`src/rtl/rxb_pkg.sv`:
```
package rxb_pkg;

    parameter int DATA_W = 9;

    typedef struct packed {
        logic [DATA_W-1:0] data;
        logic              ferr;
        logic              perr;
        logic              ovr;
    } rxb_entry_t;

    localparam rxb_entry_t RXB_EMPTY = '0;

    function automatic rxb_entry_t rxb_mark_ovr(rxb_entry_t e, logic o);
        rxb_entry_t r;
        r     = e;
        r.ovr = o;
        return r;
    endfunction

endpackage

```
`src/rtl/rxb_fifo.sv`:
```
module rxb_fifo
    import rxb_pkg::*;
#(
    parameter int DEPTH = 2,
    localparam int PTR_W = (DEPTH > 1) ? $clog2(DEPTH) : 1,
    localparam int CNT_W = $clog2(DEPTH + 1)
) (
    input  logic             clk,
    input  logic             rst,
    input  logic             flush,
    input  logic             push,
    input  rxb_entry_t       push_ent,
    input  logic             pop,
    output rxb_entry_t       head_ent,
    output logic [CNT_W-1:0] count
);

    rxb_entry_t       slot [DEPTH];
    logic [PTR_W-1:0] wr_ptr;
    logic [PTR_W-1:0] rd_ptr;

    function automatic logic [PTR_W-1:0] ptr_next(logic [PTR_W-1:0] p);
        return (p == PTR_W'(DEPTH - 1)) ? '0 : p + 1'b1;
    endfunction

    for (genvar i = 0; i < DEPTH; i++) begin : g_slot
        always_ff @(posedge clk) begin
            if (rst) begin
                slot[i] <= RXB_EMPTY;
            end else if (push && wr_ptr == PTR_W'(i)) begin
                slot[i] <= push_ent;
            end
        end
    end

    always_ff @(posedge clk) begin
        if (rst || flush) begin
            wr_ptr <= '0;
            rd_ptr <= '0;
            count  <= '0;
        end else begin
            if (push) wr_ptr <= ptr_next(wr_ptr);
            if (pop)  rd_ptr <= ptr_next(rd_ptr);
            case ({push, pop})
                2'b10:   count <= count + 1'b1;
                2'b01:   count <= count - 1'b1;
                default: count <= count;
            endcase
        end
    end

    assign head_ent = slot[rd_ptr];

endmodule

```
`src/rtl/rxb_hold.sv`:
```
module rxb_hold
    import rxb_pkg::*;
(
    input  logic       clk,
    input  logic       rst,
    input  logic       flush,
    input  logic       load,
    input  rxb_entry_t load_ent,
    input  logic       unload,
    output logic       valid,
    output rxb_entry_t ent
);

    always_ff @(posedge clk) begin
        if (rst || flush) begin
            valid <= 1'b0;
            ent   <= RXB_EMPTY;
        end else if (load) begin
            valid <= 1'b1;
            ent   <= load_ent;
        end else if (unload) begin
            valid <= 1'b0;
        end
    end

endmodule

```
`src/rtl/rxb_route.sv`:
```
module rxb_route
    import rxb_pkg::*;
#(
    parameter int DEPTH = 2,
    localparam int CNT_W = $clog2(DEPTH + 1)
) (
    input  logic             clk,
    input  logic             rst,
    input  logic             en,
    input  logic             frm_in,
    input  rxb_entry_t       frm_ent,
    input  logic             start_in,
    input  logic             rd_in,
    input  logic [CNT_W-1:0] fifo_cnt,
    input  logic             hold_v,
    input  rxb_entry_t       hold_ent,
    output logic             fifo_push,
    output rxb_entry_t       fifo_ent,
    output logic             fifo_pop,
    output logic             hold_load,
    output logic             hold_unload,
    output logic             ovr_pend
);

    logic room;
    logic move;
    logic arrive;
    logic direct;
    logic ovr_evt;

    always_comb begin
        room        = fifo_cnt < CNT_W'(DEPTH);
        fifo_pop    = en && rd_in && (fifo_cnt != '0);
        move        = en && hold_v && room;
        arrive      = en && frm_in;
        direct      = arrive && !hold_v && room;
        hold_load   = arrive && ((hold_v && move) || (!hold_v && !room));
        hold_unload = move;
        fifo_push   = move || direct;
        fifo_ent    = rxb_mark_ovr(move ? hold_ent : frm_ent, ovr_pend);
        ovr_evt     = en && start_in && hold_v && !room && !fifo_pop;
    end

    always_ff @(posedge clk) begin
        if (rst || !en) begin
            ovr_pend <= 1'b0;
        end else if (ovr_evt) begin
            ovr_pend <= 1'b1;
        end else if (fifo_push) begin
            ovr_pend <= 1'b0;
        end
    end

endmodule

```
`src/rtl/serial_rx_buffer.sv`:
```
module serial_rx_buffer
    import rxb_pkg::*;
#(
    parameter int DEPTH = 2,
    localparam int CNT_W = $clog2(DEPTH + 1)
) (
    input  logic              clk,
    input  logic              rst,
    input  logic              rx_en,
    input  logic              frm_valid,
    input  logic [DATA_W-1:0] frm_data,
    input  logic              frm_ferr,
    input  logic              frm_perr,
    input  logic              start_seen,
    input  logic              data_rd,
    output logic [DATA_W-1:0] rx_data,
    output logic              rx_ferr,
    output logic              rx_perr,
    output logic              rx_ovr,
    output logic              rx_done
);

    rxb_entry_t       in_ent;
    rxb_entry_t       push_ent;
    rxb_entry_t       head_ent;
    rxb_entry_t       hold_ent;
    logic             fifo_push;
    logic             fifo_pop;
    logic             hold_load;
    logic             hold_unload;
    logic             hold_v;
    logic             ovr_pend;
    logic [CNT_W-1:0] fifo_cnt;
    logic             flush;

    assign flush = !rx_en;

    always_comb begin
        in_ent      = RXB_EMPTY;
        in_ent.data = frm_data;
        in_ent.ferr = frm_ferr;
        in_ent.perr = frm_perr;
    end

    rxb_route #(.DEPTH(DEPTH)) u_route (
        .clk         (clk),
        .rst         (rst),
        .en          (rx_en),
        .frm_in      (frm_valid),
        .frm_ent     (in_ent),
        .start_in    (start_seen),
        .rd_in       (data_rd),
        .fifo_cnt    (fifo_cnt),
        .hold_v      (hold_v),
        .hold_ent    (hold_ent),
        .fifo_push   (fifo_push),
        .fifo_ent    (push_ent),
        .fifo_pop    (fifo_pop),
        .hold_load   (hold_load),
        .hold_unload (hold_unload),
        .ovr_pend    (ovr_pend)
    );

    rxb_fifo #(.DEPTH(DEPTH)) u_fifo (
        .clk      (clk),
        .rst      (rst),
        .flush    (flush),
        .push     (fifo_push),
        .push_ent (push_ent),
        .pop      (fifo_pop),
        .head_ent (head_ent),
        .count    (fifo_cnt)
    );

    rxb_hold u_hold (
        .clk      (clk),
        .rst      (rst),
        .flush    (flush),
        .load     (hold_load),
        .load_ent (in_ent),
        .unload   (hold_unload),
        .valid    (hold_v),
        .ent      (hold_ent)
    );

    always_comb begin
        rx_done = fifo_cnt != '0;
        if (rx_done) begin
            rx_data = head_ent.data;
            rx_ferr = head_ent.ferr;
            rx_perr = head_ent.perr;
            rx_ovr  = head_ent.ovr;
        end else begin
            rx_data = '0;
            rx_ferr = 1'b0;
            rx_perr = 1'b0;
            rx_ovr  = 1'b0;
        end
    end

endmodule

```
`config.mk`:
```
export PLATFORM = sky130hd
export DESIGN_NAME = serial_rx_buffer
export DESIGN_NICKNAME = d
export VERILOG_FILES = /design/src/rtl/rxb_pkg.sv /design/src/rtl/rxb_fifo.sv /design/src/rtl/rxb_hold.sv /design/src/rtl/rxb_route.sv /design/src/rtl/serial_rx_buffer.sv
export SDC_FILE = /design/constraint.sdc
export NUM_CORES = 1
export LEC_CHECK = 0
export ABC_CLOCK_PERIOD_IN_PS = 3700
export BUFFER_PORTS_ARGS = -buffer_cell sky130_fd_sc_hd__buf_2
export CORE_ASPECT_RATIO = 0.75
export CORE_MARGIN = 1
export CORE_UTILIZATION = 30
export DETAILED_ROUTE_END_ITERATION = 6
export GPL_TIMING_DRIVEN = 0
export PLACE_DENSITY = 0.46
export RECOVER_POWER = 25
export REMOVE_ABC_BUFFERS = 1
export SETUP_SLACK_MARGIN = 0.02
export SLEW_MARGIN = 10
export SYNTH_ARGS = -nofsm -noshare
export SYNTH_HDL_FRONTEND = slang
export SYNTH_SLANG_ARGS = --single-unit
```
`constraint.sdc`:
```
create_clock -name clk -period 3.7 [get_ports clk]
set_input_delay 0.74 -clock clk [delete_from_list [all_inputs] [get_ports clk]]
set_output_delay 0.74 -clock clk [all_outputs]
set_load 0.02 [all_outputs]
```
==> results.md, run 1 <==
- Reg clk slew, reported paths: 80 ps
- Max-cap violations: 0
- GPL Wtd Cong: slightly below 0.7
- Achievable Freq: 398 MHz
- Startpoint Class: register
- Total track usage: 0.128
- Total routed wirelength: just over 4 mm
- CTS buffer count: 5
- CTS hold repair buffers: 0
- Remaining routing DRC violations: 0
- Commonest non-fill, non-tap cell in the layout: nor2_1
- Die area: ~0.007 sq mm
- Util after Layout: 0.346
- Worst EP arrival: ~1800 ps
- Cell Area, Synth: between 0.0015 and 0.002 sq mm
- Syn Area/Cell: around 11 sq um
- First-pass GRT wire length: ~6.4 mm
- Fin crit period: about 2500 ps
- Via density per instance: between 4 and 5
- Mapped Cells: about 190
- HP Start: u_hold.ent[5]
- Avg WL per Cell: roughly 14 microns
- Worst Hold End: u_hold.ent[5]
- Register bit total from synthesis: 42
- Longest Clk Path Bufs: 2
- CTS tree: done
- Worst reg2reg path startpoint: u_hold.valid
- Layout cell share with drive strength beyond 1: 0.172
- # setup viols final: 0
- Htree depth: 2
- # nets final: roughly 230
- Via count: ~1.3k
- Clock skew: around 6.4 ps
- Port bufs: 29
- Total Neg Setup Slack: 0 ps
- Routed Antenna Nets: 0
- Final worst path period share: 0.679
- Worst-Skew Late Latency: approximately 300 ps
- Ant diodes: 0
- Initial core utilization: 0.310
- Slew headroom: 0.243
- Area Growth Syn to Fin: 11.5%
- Status: complete, no violations
- Number of setup buffers added after CTS: 0
- Worst EP required: a little under 3000 ps
- Root buffer cell: clkbuf_8
- Largest net degree at the start of global routing: 19
- Path depth of the worst reg2reg path: 3
- Cell count of the worst hold path: 2
- Core Area: ~0.0063 sq mm
- Kind of critical path: reg -> out
- Post-synthesis sequential area ratio: 0.551
- Die Ht: just over 70 microns
- Die Width: 95.4 microns
- P_leak: just under 0.0009 uW
- Initial antenna violation count: 0
- Worst-path fanout max: 13
- Unrepaired setup endpoints after global routing: false
- Cell Pwr Density: about 400 mW/mm^2
- Reg2reg end: u_fifo.slot[0][8]
- Post-synth cell types: 29
- DR pass1 iterations: 5
- Remaining Overflow, GRT: 0
- Most frequent cells in the layout: nor2_1 (42), buf_2 (27), edfxtp_1 (24)
- VDD IR max: about 0.12 mV
- Final hold violations: 0
- HPWL Detailed: between 2 and 3 mm
- Hold Crit Class: reg -> reg
- R2R setup slack: between 1500 and 2000 ps
- CP endpoint kind: primary output
- Synthesis warning total: 0
- Core Rows: 25
- Sink Count: between 40 and 50
- Worst slew pin tran: between 1000 and 1500 ps
- Starting DRT DRC Count: 78
- I/O pin cnt: 30
- Vias in the first global route: approximately 1.2k
- Max-slew violations: 0
- Gates resized, CTS repair: 0
[metal layers]
layer,GRT usage,up-vias,part of all wire
li1,-,692,-
met1,0.195,609,0.54
met2,0.175,30,0.40
met3,0.0346,5,0.055
met4,0.0404,0,0.0076
met5,0,-,0
[metrics by stage]
| stage | hold WS, ps | instances | area (sq um) | setup WS (ps) | power, uW |
|---|---|---|---|---|---|
| finish | 477 | 290 | 2190 | 1190 | 880 |
| global route | 490 | 290 | 2190 | 1030 | 915 |
| CTS | 478 | 290 | 2200 | 1150 | 892 |
| detailed placement | 466 | 282 | 2110 | 1260 | 595 |
| global placement | 460 | 282 | 2110 | 1280 | 595 |
| floorplan | 453 | 172 | 1860 | 1760 | 564 |
[flip-flops by register name (all words and copies together), names as in the netlist, named ones only]
register / flops
u_fifo.slot: 24
u_fifo.rd_ptr: 1
u_hold.valid: 1
u_fifo.count: 2
u_route.ovr_pend: 1
u_fifo.wr_ptr: 1
u_hold.ent: 11
[cells in the mapped netlist (all sizes together)]
master | instances | area (sq um)
nand2b | 1 | 8.76
o21ba | 1 | 10.0
clkbuf | 5 | 18.8
ha | 1 | 12.5
nand3 | 12 | 60.1
nor2b | 2 | 12.5
edfxtp | 24 | 721
buf | 9 | 78.8
xor2 | 3 | 26.3
a21oi | 13 | 65.1
nor2 | 42 | 158
or3 | 2 | 18.8
a22oi | 1 | 7.51
o21ai | 14 | 70.1
nand2 | 3 | 11.3
and2 | 1 | 6.26
xnor2 | 2 | 17.5
o21bai | 2 | 26.3
nand3b | 1 | 7.51
o211ai | 1 | 7.51
mux2i | 23 | 230
nand4 | 1 | 6.26
inv | 3 | 11.3
dfxtp | 18 | 360
a31o | 1 | 8.76
[power by group]
| part | internal (uW) | switching [uW] | total (uW) |
|---|---|---|---|
| Clock | 133 | 165 | 298 |
| Sequential | 509 | 6.10 | 515 |
| Combinational | 22.0 | 44.7 | 66.7 |
[layout make-up]
type,instances,area (sq um)
inverters,3,11.3
clock inverters,2,13.8
well taps,81,101
repair buffers,29,143
clock buffers,6,72.6
multi-input cells,127,763
fillers,664,4130
flip-flops and latches,42,1080
[critical path, cell delays in order (launching register included)]
cell and delay [ps]:
dfxtp_1 400, nor2_1 740, nor2_1 130, buf_2 200
[worst max path at each step]
stage / from / end / slack, ps / depth (start not counted)
finish: u_fifo.count[1] / rx_data[7] / 1190 / 3
CTS: u_fifo.count[1] / rx_data[7] / 1150 / 3
global placement: frm_valid / u_fifo.slot[0][8] / 1280 / 4
detailed placement: frm_valid / u_fifo.slot[0][8] / 1260 / 4
floorplan: frm_valid / u_fifo.slot[0][0] / 1760 / 3
global route: u_fifo.count[1] / rx_data[7] / 1030 / 3
[kinds of logic after synthesis]
logic type               count (synthesis)  synth area share
AND/OR/NAND/NOR                         65             0.147
flip-flops                              42             0.551
AO/OA/AOI/OAI                           33            0.0996
multiplexers                            23             0.117
buffers and inverters                   17            0.0555
XOR/XNOR                                 5            0.0223
adder cells (fa/ha/maj)                  1           0.00638
Note: power is estimated with default switching activity, not from simulation.
==> run 2: changes to the inputs <==
--- a/config.mk
+++ b/config.mk
@@ -5,7 +5,7 @@
 export SDC_FILE = /design/constraint.sdc
 export NUM_CORES = 1
 export LEC_CHECK = 0
-export ABC_CLOCK_PERIOD_IN_PS = 3700
+export ABC_CLOCK_PERIOD_IN_PS = 2400
 export BUFFER_PORTS_ARGS = -buffer_cell sky130_fd_sc_hd__buf_2
 export CORE_ASPECT_RATIO = 0.75
 export CORE_MARGIN = 1
==> constraint.sdc (replaced) <==
create_clock -name clk -period 2.4 [get_ports clk]
set_input_delay 0.48 -clock clk [delete_from_list [all_inputs] [get_ports clk]]
set_output_delay 0.48 -clock clk [all_outputs]
set_load 0.02 [all_outputs]
==> results.md, run 2 (synthesis gave the netlist of run 1 again) <==
- Status: complete, no violations (unchanged)
- GPL Wtd Cong: 0.687 (unchanged)
- Slowest-stage cell, CP: dfxtp_1 (was nor2_1)
- Worst slew pin tran: 1140 ps (was 1130 ps)
- Worst path max stage delay: 780 ps (was 740 ps)
- I/O pin cnt: 30 (unchanged)
- Max-cap violations: 0 (unchanged)
- Clk pwr share: 0.338 (was 0.339)
- Max reg flops: 24 (unchanged)
- Via density per instance: 4.59 (was 4.61)
- P_leak: 0.000868 uW (was 0.000866 uW)
- Unrepaired setup endpoints after global routing: false (unchanged)
- Htree depth: 2 (unchanged)
- Initial core utilization: 0.310 (unchanged)
- Final worst path period share: 0.885
- Number of setup buffers added after CTS: 0 (unchanged)
- # nets final: 226 (unchanged)
- Avg WL per Cell: 13.9 microns (was 14.0 microns)
- Tot Pwr: 1360 uW (was 880 uW)
- Vias in the first global route: 1244 (unchanged)
- Die area: 0.00687 sq mm (unchanged)
- Total Neg Setup Slack: 0 ps (unchanged)
- CP endpoint kind: primary output (unchanged)
- Final hold violations: 0 (unchanged)
- Via count: 1332 (was 1336)
- Area post-placement: 0.00211 sq mm (unchanged)
- Core Area: 0.00632 sq mm (unchanged)
- Starting DRT DRC Count: 93 (was 78)
- Slew headroom: 0.242 (was 0.243)
- Most frequent cells in the layout: nor2_1 (41), buf_2 (29), edfxtp_1 (24) (was nor2_1 (42), buf_2 (27), edfxtp_1 (24))
- Commonest non-fill, non-tap cell in the layout: nor2_1 (unchanged)
- Sequential share of power: 0.586 (was 0.585)
- First-pass GRT wire length: 6.40 mm (unchanged)
- Achievable Freq: 471 MHz
- Startpoint Class: register (unchanged)
- Port bufs: 29 (unchanged)
- Remaining Overflow, GRT: 0 (unchanged)
- Cell Pwr Density: 622 mW/mm^2 (was 403 mW/mm^2)
- Max-slew violations: 0 (unchanged)
- Sink Count: 42 (unchanged)
- WHS: 440 ps (was 477 ps)
- Clock skew: 5.62 ps (was 6.40 ps)
- Worst EP arrival: 1640 ps (was 1770 ps)
- Die Width: 95.4 microns (unchanged)
- Reg clk slew, reported paths: 80 ps (about the same)
- Non-filler cells, final: 290 (unchanged)
- CTS buffer count: 5 (unchanged)
- Total routed wirelength: 4.05 mm (was 4.06 mm)
- Total track usage: 0.128 (unchanged)
- Remaining routing DRC violations: 0 (unchanged)
- Regs by FF count: u_fifo.slot: 24 flops, u_hold.ent: 11 flops, u_fifo.count: 2 flops (unchanged)
- # setup viols final: 0 (unchanged)
- FILL cells: 665 (was 664)
- VDD IR max: 0.188 mV (was 0.124 mV)
- Top reg by flops: u_fifo.slot (unchanged)
- Worst-Skew Late Latency: 300 ps (about the same)
- Internal Pwr Total: 1020 uW (was 665 uW)
- Switching share of total power: 0.244 (was 0.245)
- Placed cell count: 282 (unchanged)
- Largest net degree at the start of global routing: 19 (unchanged)
- Area Growth Syn to Fin: 11.2% (was 11.5%)
- Routed Antenna Nets: 0 (unchanged)
- Kind of critical path: reg -> out (unchanged)
- Fin crit period: approximately 2100 ps
- Worst-path fanout max: 12 (was 13)
- Worst EP required: 1920 ps (was 2960 ps)
- Bufs and invs on worst path: 1 (unchanged)
- Family with the most delay on the worst path: flip-flops (was simple AND/OR/NAND/NOR gates)
- Initial antenna violation count: 0 (unchanged)
- HPWL Detailed: 2.68 mm (unchanged)
- DR pass1 iterations: 5 (unchanged)
- Die Ht: 72.0 microns (unchanged)
- P_sw: 331 uW (was 216 uW)
- Longest Clk Path Bufs: 2 (unchanged)
- Combinational share of power: 0.076 (about the same)
- Root buffer cell: clkbuf_8 (unchanged)
- Layout cell share with drive strength beyond 1: 0.182 (was 0.172)
- Ant diodes: 0 (unchanged)
- Core Rows: 25 (unchanged)
- Final Cell Area: 0.00218 sq mm (was 0.00219 sq mm)
- CP Cell Sequence: mux2i_1 > nor2_1 > buf_2 (was nor2_1 > nor2_1 > buf_2)
- Hold Crit Class: in -> reg (was reg -> reg)
- CTS tree: done (unchanged)
run 2: changes by cell type in the layout (fill, tap and decap cells not counted), sizes merged:
cell,previous run,this run
clkbuf,8,6
buf,27,29
run 2: layout make-up:
class / instances / area, sq um / area share
flip-flops and latches: 42 / 1080 / 0.496
inverters: 3 / 11.3 / 0.00517
repair buffers: 29 / 145 / 0.0666
well taps: 81 / 101 / 0.0465
multi-input cells: 127 / 754 / 0.346
clock buffers: 6 / 72.6 / 0.0333
clock inverters: 2 / 13.8 / 0.00631
run 2: final timing paths:
kind / slack, ps / depth (start not counted) / startpoint / end
worst min-delay path: 440 / 3 / frm_data[7] / u_hold.ent[10]
worst max-delay path: 280 / 3 / register / rx_data[0]
worst max register to register: 330 / 3 / u_fifo.count[1] / u_fifo.slot[0][8]
worst min register to register: 480 / 2 / u_hold.ent[11] / u_hold.ent[11]
run 2: repair_timing:
item / in CTS / in global routing
setup endpoints to repair: 0 / 2
resized for setup: 0 / 1
hold buffers: 0 / 0
run 2: power by group through the flow:
| stage | clock [uW] | combinational [uW] | sequential [uW] |
|---|---|---|---|
| finish | 458 | 103 | 795 |
| global route | 498 | 114 | 798 |
| CTS | 474 | 106 | 795 |
| detailed placement | 0 | 106 | 812 |
| global placement | 0 | 106 | 811 |
| floorplan | 0 | 61.7 | 809 |
run 2: worst register-to-register path, delay by kind of cell, from the launching register on:
kind	cells	cell delay, ps
AND/OR/NAND/NOR	1	90
flip-flops	1	410
AO/OA/AOI/OAI	2	1190
run 2: per-stage QoR:
step | util | worst slack (ps)
2_1_floorplan | - | 668
5_1_grt | 0.345 | 163
3_5_place_dp | 0.334 | 223
6_report | 0.345 | 277
3_3_place_gp | 0.334 | 235
4_1_cts | 0.348 | 108
run 2: per-layer routing:
layer	global-route usage	up-vias	part of all wire
li1	-	691	-
met1	0.195	600	0.54
met2	0.175	34	0.40
met3	0.0346	7	0.054
met4	0.0404	0	0.011
met5	0	-	0
